**src/rtl/i2cam_pkg.sv**
```systemverilog
// Package: types shared by the address matcher.
// Assumes: the format selection comes from three bits (switch, primary fs, second fs).
package i2cam_pkg;

    typedef enum logic [1:0] {
        FMT_BOTH = 2'd0,
        FMT_PRIM = 2'd1,
        FMT_SEC  = 2'd2,
        FMT_NONE = 2'd3
    } fmt_t;

    typedef enum logic [2:0] {
        ST_IDLE  = 3'd0,
        ST_ADDR  = 3'd1,
        ST_WAITF = 3'd2,
        ST_ACK   = 3'd3,
        ST_DONE  = 3'd4
    } cap_st_t;

    // Map switch + format bits to an addressing format.
    function automatic fmt_t fmt_decode(input logic sw, input logic fs_p, input logic fs_s);
        fmt_t f;
        if (sw) begin
            f = FMT_NONE;
        end else begin
            case ({fs_p, fs_s})
                2'b00:   f = FMT_BOTH;
                2'b01:   f = FMT_PRIM;
                2'b10:   f = FMT_SEC;
                default: f = FMT_NONE;
            endcase
        end
        return f;
    endfunction

endpackage

```
**src/rtl/i2cam_line_mon.sv**
```systemverilog
// Module: bus line monitor.
// Keeps the previous SCL/SDA level and flags SCL edges and START conditions.
// Assumes: inputs are already synchronised to clk; an idle bus is high.
module i2cam_line_mon (
    input  logic clk,
    input  logic rst_n,
    input  logic scl_in,
    input  logic sda_in,
    output logic scl_rise,
    output logic scl_fall,
    output logic start_det
);
    logic scl_q;
    logic sda_q;

    // Hold last-cycle line levels; reset to idle-high.
    always_ff @(posedge clk) begin
        if (!rst_n) begin
            scl_q <= 1'b1;
            sda_q <= 1'b1;
        end else begin
            scl_q <= scl_in;
            sda_q <= sda_in;
        end
    end

    // Edge and START flags from previous vs current level.
    always_comb begin
        scl_rise  = scl_in & ~scl_q;
        scl_fall  = ~scl_in & scl_q;
        start_det = scl_in & scl_q & sda_q & ~sda_in;
    end
endmodule

```
**src/rtl/i2cam_capture.sv**
```systemverilog
// Module: address byte capture and ACK sequencing.
// Shifts in bits at SCL rises after a START, reports byte completion, and
// sequences the ACK window over the ninth clock when the match logic reports a hit.
// Assumes: hit is valid in the same cycle as byte_done.
module i2cam_capture #(
    parameter int AW = 7
) (
    input  logic          clk,
    input  logic          rst_n,
    input  logic          scl_rise,
    input  logic          scl_fall,
    input  logic          start_det,
    input  logic          sda_in,
    input  logic          hit,
    output logic          byte_done,
    output logic [AW:0]   rx_byte,
    output logic          ack_req
);
    import i2cam_pkg::*;

    localparam int BYTE_BITS = AW + 1;
    localparam int CNT_W     = $clog2(BYTE_BITS + 1);
    localparam logic [CNT_W-1:0] LAST_BIT = CNT_W'(BYTE_BITS - 1);

    cap_st_t          st_q;
    logic [CNT_W-1:0] cnt_q;
    logic [AW-1:0]    shreg_q;

    // Byte completes on the last SCL rise of the address phase.
    always_comb begin
        rx_byte   = {shreg_q, sda_in};
        byte_done = (st_q == ST_ADDR) && scl_rise && (cnt_q == LAST_BIT) && !start_det;
        ack_req   = (st_q == ST_ACK);
    end

    // Capture state machine; a START restarts from any state.
    always_ff @(posedge clk) begin
        if (!rst_n) begin
            st_q    <= ST_IDLE;
            cnt_q   <= '0;
            shreg_q <= '0;
        end else if (start_det) begin
            st_q  <= ST_ADDR;
            cnt_q <= '0;
        end else begin
            case (st_q)
                ST_ADDR: begin
                    if (scl_rise) begin
                        shreg_q <= rx_byte[AW-1:0];
                        cnt_q   <= cnt_q + 1'b1;
                        if (cnt_q == LAST_BIT) begin
                            st_q <= hit ? ST_WAITF : ST_DONE;
                        end
                    end
                end
                ST_WAITF: if (scl_fall) st_q <= ST_ACK;
                ST_ACK:   if (scl_fall) st_q <= ST_DONE;
                default:  st_q <= st_q;
            endcase
        end
    end
endmodule

```
**src/rtl/i2cam_match.sv**
```systemverilog
// Module: address comparison and registered match outputs.
// Compares the captured byte against the enabled addresses; primary wins ties.
// Assumes: enables already include the interface enable.
module i2cam_match #(
    parameter int AW = 7
) (
    input  logic          clk,
    input  logic          rst_n,
    input  logic          byte_done,
    input  logic [AW:0]   rx_byte,
    input  logic [AW-1:0] prim_addr,
    input  logic [AW-1:0] sec_addr,
    input  logic          en_prim,
    input  logic          en_sec,
    output logic          hit,
    output logic          match_pulse,
    output logic          match_second,
    output logic          rw_bit
);
    logic p_hit;
    logic s_hit;

    // Compare the upper bits of the byte with each enabled address.
    always_comb begin
        p_hit = en_prim && (rx_byte[AW:1] == prim_addr);
        s_hit = en_sec  && (rx_byte[AW:1] == sec_addr);
        hit   = p_hit || s_hit;
    end

    // Register the pulse and latch which address hit and the R/W bit.
    always_ff @(posedge clk) begin
        if (!rst_n) begin
            match_pulse  <= 1'b0;
            match_second <= 1'b0;
            rw_bit       <= 1'b0;
        end else begin
            match_pulse <= byte_done && hit;
            if (byte_done && hit) begin
                match_second <= !p_hit;
                rw_bit       <= rx_byte[0];
            end
        end
    end
endmodule

```
**src/rtl/i2cam_regs.sv**
```systemverilog
// Module: address/data register file.
// Primary address register at select 0. Select 1 reaches the second address
// register while the interface is disabled, and the data register otherwise.
// Assumes: single-cycle write strobe, combinational read.
module i2cam_regs #(
    parameter int AW = 7
) (
    input  logic          clk,
    input  logic          rst_n,
    input  logic          if_en,
    input  logic          reg_wr,
    input  logic          reg_sel,
    input  logic [AW:0]   reg_wdata,
    output logic [AW:0]   reg_rdata,
    output logic [AW:0]   prim_q,
    output logic [AW:0]   sec_q
);
    localparam logic [AW:0] SEC_RST = {{AW{1'b0}}, 1'b1};

    logic [AW:0] data_q;

    // Register writes, steered by select and interface enable.
    always_ff @(posedge clk) begin
        if (!rst_n) begin
            prim_q <= '0;
            sec_q  <= SEC_RST;
            data_q <= '0;
        end else if (reg_wr) begin
            if (!reg_sel)    prim_q <= reg_wdata;
            else if (!if_en) sec_q  <= reg_wdata;
            else             data_q <= reg_wdata;
        end
    end

    // Read mux with the same steering as the writes.
    always_comb begin
        if (!reg_sel)    reg_rdata = prim_q;
        else if (!if_en) reg_rdata = sec_q;
        else             reg_rdata = data_q;
    end
endmodule

```
**src/rtl/i2c_dual_addr_match.sv**
```systemverilog
// Module: top of the dual slave address matcher.
// Decodes the addressing format and wires the monitor, capture, match and registers.
// Assumes: scl_in/sda_in are synchronised; recognition only while if_en=1.
module i2c_dual_addr_match #(
    parameter int AW = 7
) (
    input  logic          clk,
    input  logic          rst_n,
    input  logic          scl_in,
    input  logic          sda_in,
    input  logic          if_en,
    input  logic          mode_sw,
    input  logic          reg_wr,
    input  logic          reg_sel,
    input  logic [AW:0]   reg_wdata,
    output logic [AW:0]   reg_rdata,
    output logic          match_pulse,
    output logic          match_second,
    output logic          rw_bit,
    output logic          ack_req
);
    import i2cam_pkg::*;

    logic        scl_rise, scl_fall, start_det;
    logic        byte_done, hit;
    logic [AW:0] rx_byte;
    logic [AW:0] prim_reg, sec_reg;
    logic        en_prim, en_sec;
    fmt_t        fmt;

    // Format decode to per-address enables.
    always_comb begin
        fmt     = fmt_decode(mode_sw, prim_reg[0], sec_reg[0]);
        en_prim = if_en && (fmt == FMT_BOTH || fmt == FMT_PRIM);
        en_sec  = if_en && (fmt == FMT_BOTH || fmt == FMT_SEC);
    end

    i2cam_line_mon u_mon (
        .clk       (clk),
        .rst_n     (rst_n),
        .scl_in    (scl_in),
        .sda_in    (sda_in),
        .scl_rise  (scl_rise),
        .scl_fall  (scl_fall),
        .start_det (start_det)
    );

    i2cam_capture #(.AW(AW)) u_cap (
        .clk       (clk),
        .rst_n     (rst_n),
        .scl_rise  (scl_rise),
        .scl_fall  (scl_fall),
        .start_det (start_det),
        .sda_in    (sda_in),
        .hit       (hit),
        .byte_done (byte_done),
        .rx_byte   (rx_byte),
        .ack_req   (ack_req)
    );

    i2cam_match #(.AW(AW)) u_match (
        .clk          (clk),
        .rst_n        (rst_n),
        .byte_done    (byte_done),
        .rx_byte      (rx_byte),
        .prim_addr    (prim_reg[AW:1]),
        .sec_addr     (sec_reg[AW:1]),
        .en_prim      (en_prim),
        .en_sec       (en_sec),
        .hit          (hit),
        .match_pulse  (match_pulse),
        .match_second (match_second),
        .rw_bit       (rw_bit)
    );

    i2cam_regs #(.AW(AW)) u_regs (
        .clk       (clk),
        .rst_n     (rst_n),
        .if_en     (if_en),
        .reg_wr    (reg_wr),
        .reg_sel   (reg_sel),
        .reg_wdata (reg_wdata),
        .reg_rdata (reg_rdata),
        .prim_q    (prim_reg),
        .sec_q     (sec_reg)
    );
endmodule

```
**config.mk**
```make
export PLATFORM = sky130hd
export DESIGN_NAME = i2c_dual_addr_match
export DESIGN_NICKNAME = d
export VERILOG_FILES = /design/src/rtl/i2cam_pkg.sv /design/src/rtl/i2cam_line_mon.sv /design/src/rtl/i2cam_capture.sv /design/src/rtl/i2cam_match.sv /design/src/rtl/i2cam_regs.sv /design/src/rtl/i2c_dual_addr_match.sv
export SDC_FILE = /design/constraint.sdc
export NUM_CORES = 1
export LEC_CHECK = 0
export BUFFER_PORTS_ARGS = -buffer_cell sky130_fd_sc_hd__buf_2
export CAP_MARGIN = 20
export CORE_UTILIZATION = 52
export DETAILED_ROUTE_END_ITERATION = 6
export GPL_TIMING_DRIVEN = 0
export PLACE_DENSITY = 0.81
export SETUP_SLACK_MARGIN = 0.15
export SYNTH_ARGS = -nofsm -noshare
export SYNTH_HDL_FRONTEND = slang
export SYNTH_SLANG_ARGS = --single-unit
```
**constraint.sdc**
```tcl
create_clock -name clk -period 1.7 [get_ports clk]
set_input_delay 0.425 -clock clk [delete_from_list [all_inputs] [get_ports clk]]
set_output_delay 0.425 -clock clk [all_outputs]
set_load 0.01 [all_outputs]
```
---- Word level (Yosys, flattened, before mapping) ----
Cells that the tools add are included.
word-level totals
  register bits after elaboration ......... 43
  latch bits .............................. 0
  memory bits (writable) .................. 0
  memory bits (read-only) ................. 0
  input bits .............................. 16
  output and inout port bits .............. 12
  logic and storage cells ................. 79
  memories kept ........................... 0
operators by class
  add/sub/neg operators ................... 1
  multipliers ............................. 0
  divide/modulo/power cells ............... 0
  order comparisons ....................... 0
  eq/ne operators ......................... 18
  shifts and indexed selects .............. 0
  mux-type cells .......................... 11
  bitwise operators ....................... 12
  reduce and logical (&&, ||, !) cells .... 25
operator list
  cell                                                                      number
  8-bit 2-to-1 mux                                                          2
  3-bit 2-to-1 mux                                                          5
  7-bit equality test                                                       2
  5-bit AND reduction                                                       2
  3-bit one-hot mux with 3 select lines                                     1
  3-bit AND reduction                                                       3
  1-bit logical AND                                                         8
  1-bit inverter                                                            7
  3-bit by 2-bit equality test with 1-bit output (second input constant)    2
  3-bit by 1-bit inequality test with 1-bit output (second input constant)  2
  3-bit by 2-bit inequality test with 1-bit output (second input constant)  2
  2-bit one-hot mux with 3 select lines                                     1
  1-bit AND                                                                 5
  4-bit by 1-bit adder with 4-bit output (second input constant)            1
  2-bit by 1-bit equality test with 1-bit output (second input constant)    2
  2-bit equality test (second input constant)                               2
  4-bit by 3-bit equality test with 1-bit output (second input constant)    1
  2-bit zero test                                                           2
  2-bit by 1-bit inequality test with 1-bit output (second input constant)  2
  2-bit inequality test (second input constant)                             2
  2-bit AND reduction                                                       2
  4-bit nonzero test                                                        1
  3-bit by 1-bit equality test with 1-bit output (second input constant)    1
  1-bit logical OR                                                          3
  5 further kinds                                                           6

---- Depth between registers and ports, before layout ----
  word-level depth ........................ 13
  mapped depth ............................ 6
  depth with buffers taken out ............ 6

---- Modules after synthesis ----
Synthesis repeated with hierarchy kept, for this count alone.
second synthesis, totals
  cells, all modules ...................... 231
  area, all modules ....................... 2134.5 um^2
modules (own cells, without submodules)
  module               times used  cells an instance  area an instance (um^2)  sequential area each (um^2)
  i2cam_regs           1           126                1138.6                   480.5
  i2cam_capture        1           64                 628.1                    280.3
  i2cam_match          1           32                 277.8                    60.1
  i2cam_line_mon       1           7                  75.1                     40.0
  i2c_dual_addr_match  1           2                  15.0                     0.0

---- Worst setup path after synthesis ----
OpenSTA, ideal clock, no wires.
  path kind ............................... input-to-output
  from .................................... in reg_sel
  to ...................................... out reg_rdata[4]
  arrival ................................. 1140 ps
  data required time ...................... 1275 ps
  path slack .............................. 135 ps
  stages on the path ...................... 4
  path buffers ............................ 2
  cell sequence ........................... buf_2 > buf_1 > nor2_1 > a21oi_1
on the way
  word-level cells in the longest chain between the ends .. 1
RTL lines
  what              line                       RTL
  from (decl)       i2c_dual_addr_match.sv:14  input logic reg_sel,
  8-bit 2-to-1 mux  i2cam_regs.sv:37           if (!reg_sel) reg_rdata = prim_q;
  to (decl)         i2c_dual_addr_match.sv:16  output logic [AW:0] reg_rdata,
No other way between the ends.

---- Worst setup path after layout ----
  from .................................... reg u_cap.shreg_q[0]
  to ...................................... reg u_match.rw_bit
on the way
  word-level cells in the longest chain between the ends .. 4
  elaborated cells on any way between the ends .. 6
  classes of those cells .................. eq/ne: 2; reduce/logical: 4
RTL lines
  what                                           line                                  RTL
  from (decl)                                    i2cam_capture.sv:27                   logic [AW-1:0] shreg_q;
  from (signal assigned)                         i2cam_capture.sv:49                   shreg_q <= rx_byte[AW-1:0];
  7-bit equality test, on equally long branches  i2cam_match.sv:25, i2cam_match.sv:26
  1-bit logical AND, on equally long branches    i2cam_match.sv:25, i2cam_match.sv:26
  1-bit logical OR *                             i2cam_match.sv:27                     hit = p_hit || s_hit;
  1-bit logical AND *                            i2cam_match.sv:38                     if (byte_done && hit) begin
  to (signal assigned)                           i2cam_match.sv:40                     rw_bit <= rx_byte[0];
  to (decl)                                      i2cam_match.sv:18                     output logic rw_bit
Every way passes the cells marked *; elsewhere a longest branch is shown, timed or not.
A chain may end at the register's enable or synchronous reset.

==> flow_summary_export.csv <==
group,metric,value,unit
die,die_width,64.5,um
clock_network,clock_insertion_delay_worst_skew,0.29,ns
synthesis,synth_area_leader_cell,"sky130_fd_sc_hd__dfxtp_1",
clock_network,cts_buffer_count,5,
die,count_of_boundary_i_o_pins,28,
routing,wl,4350,um
sta,peak_freq,615,MHz
sta,relative_slew_slack,0.595,
global_route,largest_net_degree_at_the_start_of_global_routing,12,
global_route,vias_in_the_first_global_route,1555,
worst_setup_path,cp.arrival,1.85,ns
power_and_ir_drop,p_per_area,773,nW/um2
place,port-buffer-count,25,
global_route,grt_first_pass_wirelength,7020,um
synthesis,yosysMostFrequentCell,"sky130_fd_sc_hd__dfxtp_1",
routing,post_drt_via_cell_ratio,5.20,
synthesis,synth_instances,227,
place,detailedPlacementHpwl,3030,um
clock_network,cts_htree_levels,2,
sta,slew_violations,0,
sta,min_period,1.62,ns
sta,final-setup-viol-count,0,
global_route,antenna_found_initial,0,
power_and_ir_drop,max-vdd-ir-drop,0.416,mV
routing,first_pass_iters,4,
clock_network,root_buffer,"sky130_fd_sc_hd__clkbuf_8",
synthesis,post_synth_main_area_contributors,"sky130_fd_sc_hd__dfxtp_1 (42%), sky130_fd_sc_hd__mux2i_1 (12%), sky130_fd_sc_hd__nand2_1 (7.6%)",
hold_path,min_path_type,"in2reg",
synthesis,syn_avg_cell_area,8.94,um2
sta,worst_clock_skew,0.00493,ns
routing,drc,0,
synthesis,synth_ff_type,"sky130_fd_sc_hd__dfxtp_1",
sta,setup_repair_after_global_routing_missed_its_margin,"true",
die,row_count,22,
final_layout,final_cell_utilization_of_the_core,0.657,
synthesis,synth-edff-count,0,
routing,num_vias,1621,
hold_path,holdPathStages,3,
final_layout,flow.area_growth_from_synthesis,19.5,%
worst_setup_path,reg2regPathDepth,6,
routing,drtIter0Drc,37,
die,die_h,64.5,um
sta,worst-slew-pin-transition,0.605,ns
final_layout,final_net_count,282,
synthesis,synth_top_cells_by_count,"sky130_fd_sc_hd__dfxtp_1 (43), sky130_fd_sc_hd__nand2_1 (41), sky130_fd_sc_hd__mux2i_1 (25)",
synthesis,ys_types,33,
clock_network,cts_max_path_buffers,2,
sta,holdWs,0.353,ns
sta,post-route-period-util,0.956,
final_layout,sequential_cell_area,871,um2
power_and_ir_drop,cell_leakage_power,1.07,nW
worst_setup_path,start_kind,"register",
synthesis,synthesis.area,2030,um2
routing,routed_wire_length_per_instance,13.9,um
synthesis,synth.yosys.seq_area_share,0.424,
run_status,status,"completed",
die,initial_utilization,0.550,
clock_network,hold_buffers,0,
flow_run,maxCapViolations,0,
hold_path,min_to,"u_mon.scl_q",
synthesis,asyncSetResetFlopFracSynth,0,
power_and_ir_drop,p_total,1.87,mW
sta,setup_total_negative_slack,0,ns
place,gp_congestion,0.822,
die,coreArea,3690,um2
worst_setup_path,worst_ep_required_time,1.93,ns
final_layout,combined_area_of_the_multi_input_logic_cells,1130,um2
clock_network,clkSinkCount,43,
final_layout,nFillCells,298,
worst_setup_path,timing_worst_setup_path_type,"reg2reg",
worst_setup_path,end_kind,"register",
global_route,grt-ovfl-total,0,
synthesis,synth_top_cell_area_share,0.424,
clock_network,cts_tree,"yes",
final_layout,antenna_cells,0,
synthesis,synth_fp_nets,244,
synthesis,postSynthRegisterBits,43,
worst_setup_path,reg2reg_from,"u_cap.shreg_q[0]",
worst_setup_path,worst-r2r-setup-slack,0.08,ns
final_layout,final_layout_size_suffix_gt1_frac,0.212,
hold_path,worstHoldStart,"scl_in",
routing,route.antenna.remaining_nets,0,
worst_setup_path,crit-reg2reg-capture,"u_match.rw_bit",
sta,hold_violations,0,
global_route,grt_use_total,0.224,
clock_network,path_clk_slew,0.07,ns
synthesis,synthesis.yosys.warnings,0,
die,die_area,4160,um2
worst_setup_path,critical_path.max_fanout,4,
[state kept, by name, summed over array words and instances, names as in the netlist, 3 cells and up]
signal         cells
u_regs.sec_q       8
u_cap.cnt_q        4
u_regs.data_q      8
u_regs.prim_q      8
u_cap.shreg_q      7
u_cap.st_q         3
[cell families after synthesis]
family,Yosys count,synth area share
AO/OA/AOI/OAI,31,0.107
XOR/XNOR,17,0.0734
adder cells (fa/ha/maj),1,0.00616
buffers and inverters,14,0.0296
flip-flops,43,0.424
multiplexers,25,0.123
AND/OR/NAND/NOR,96,0.236
[placed cells by master (no fill, tap or decap), drive strengths merged, types with 3 or more instances in the layout]
cell	netlist	routed
nand3	3	3
dfxtp	43	43
nand2	41	41
a21boi	14	14
xnor2	5	5
nor2	14	14
nor2b	19	19
nand4	5	5
clkbuf	5	12
inv	4	4
mux2i	25	25
a21oi	12	12
xor2	12	12
buf	5	35
[what timing repair did]
action	CTS	global route
gates cloned	0	1
buffers inserted	1	4
endpoints found under the setup margin	10	14
gates resized for setup	10	13
pin swaps	2	6
[worst max-delay path, stage by stage (launching register included)]
cell	delay, ns
sky130_fd_sc_hd__dfxtp_4	0.36
sky130_fd_sc_hd__buf_4	0.13
sky130_fd_sc_hd__xor2_1	0.16
sky130_fd_sc_hd__nor4_1	0.25
sky130_fd_sc_hd__nand4_1	0.23
sky130_fd_sc_hd__a21oi_2	0.23
sky130_fd_sc_hd__mux2i_1	0.20
[worst max-delay path by stage]
stage                     endpoint  depth (start not counted)             start
floorplan             reg_rdata[4]                          4           reg_sel
global placement      reg_rdata[3]                          5             if_en
detailed placement    reg_rdata[1]                          5             if_en
CTS                   reg_rdata[1]                          5             if_en
global route        u_match.rw_bit                          6  u_cap.shreg_q[0]
finish              u_match.rw_bit                          6  u_cap.shreg_q[0]
[layout make-up]
type                    count  share of cell area
multi-input cells         170               0.466
flip-flops and latches     43               0.359
inverters                   4             0.00619
clock buffers               6              0.0299
well taps                  48              0.0248
plain buffers              10              0.0320
repair buffers             31              0.0815
[report_power, final]
part	internal [mW]	total, mW	switching, mW
Clock	0.274	0.588	0.314
Sequential	1.03	1.05	0.0221
Combinational	0.113	0.230	0.117
Total	1.42	1.87	0.454
[per-stage QoR]
| stage | std cells | area (um2) | setup slack [ns] |
|---|---|---|---|
| after floorplan | 227 | 2030 | 0.238 |
| after global placement | 300 | 2220 | 0.00296 |
| after detailed placement | 300 | 2220 | -0.0298 |
| after CTS | 307 | 2320 | 0.119 |
| after global routing | 312 | 2420 | 0.0136 |
| final | 312 | 2420 | 0.0751 |
[layer usage]
layer / GRT usage / vias up / wire, um
li1: - / 840 / -
met1: 0.286 / 748 / 2060
met2: 0.358 / 27 / 2080
met3: 0.0669 / 6 / 161
met4: 0.0750 / 0 / 48
met5: 0 / - / 0
Note: power is estimated with default switching activity, not from simulation.
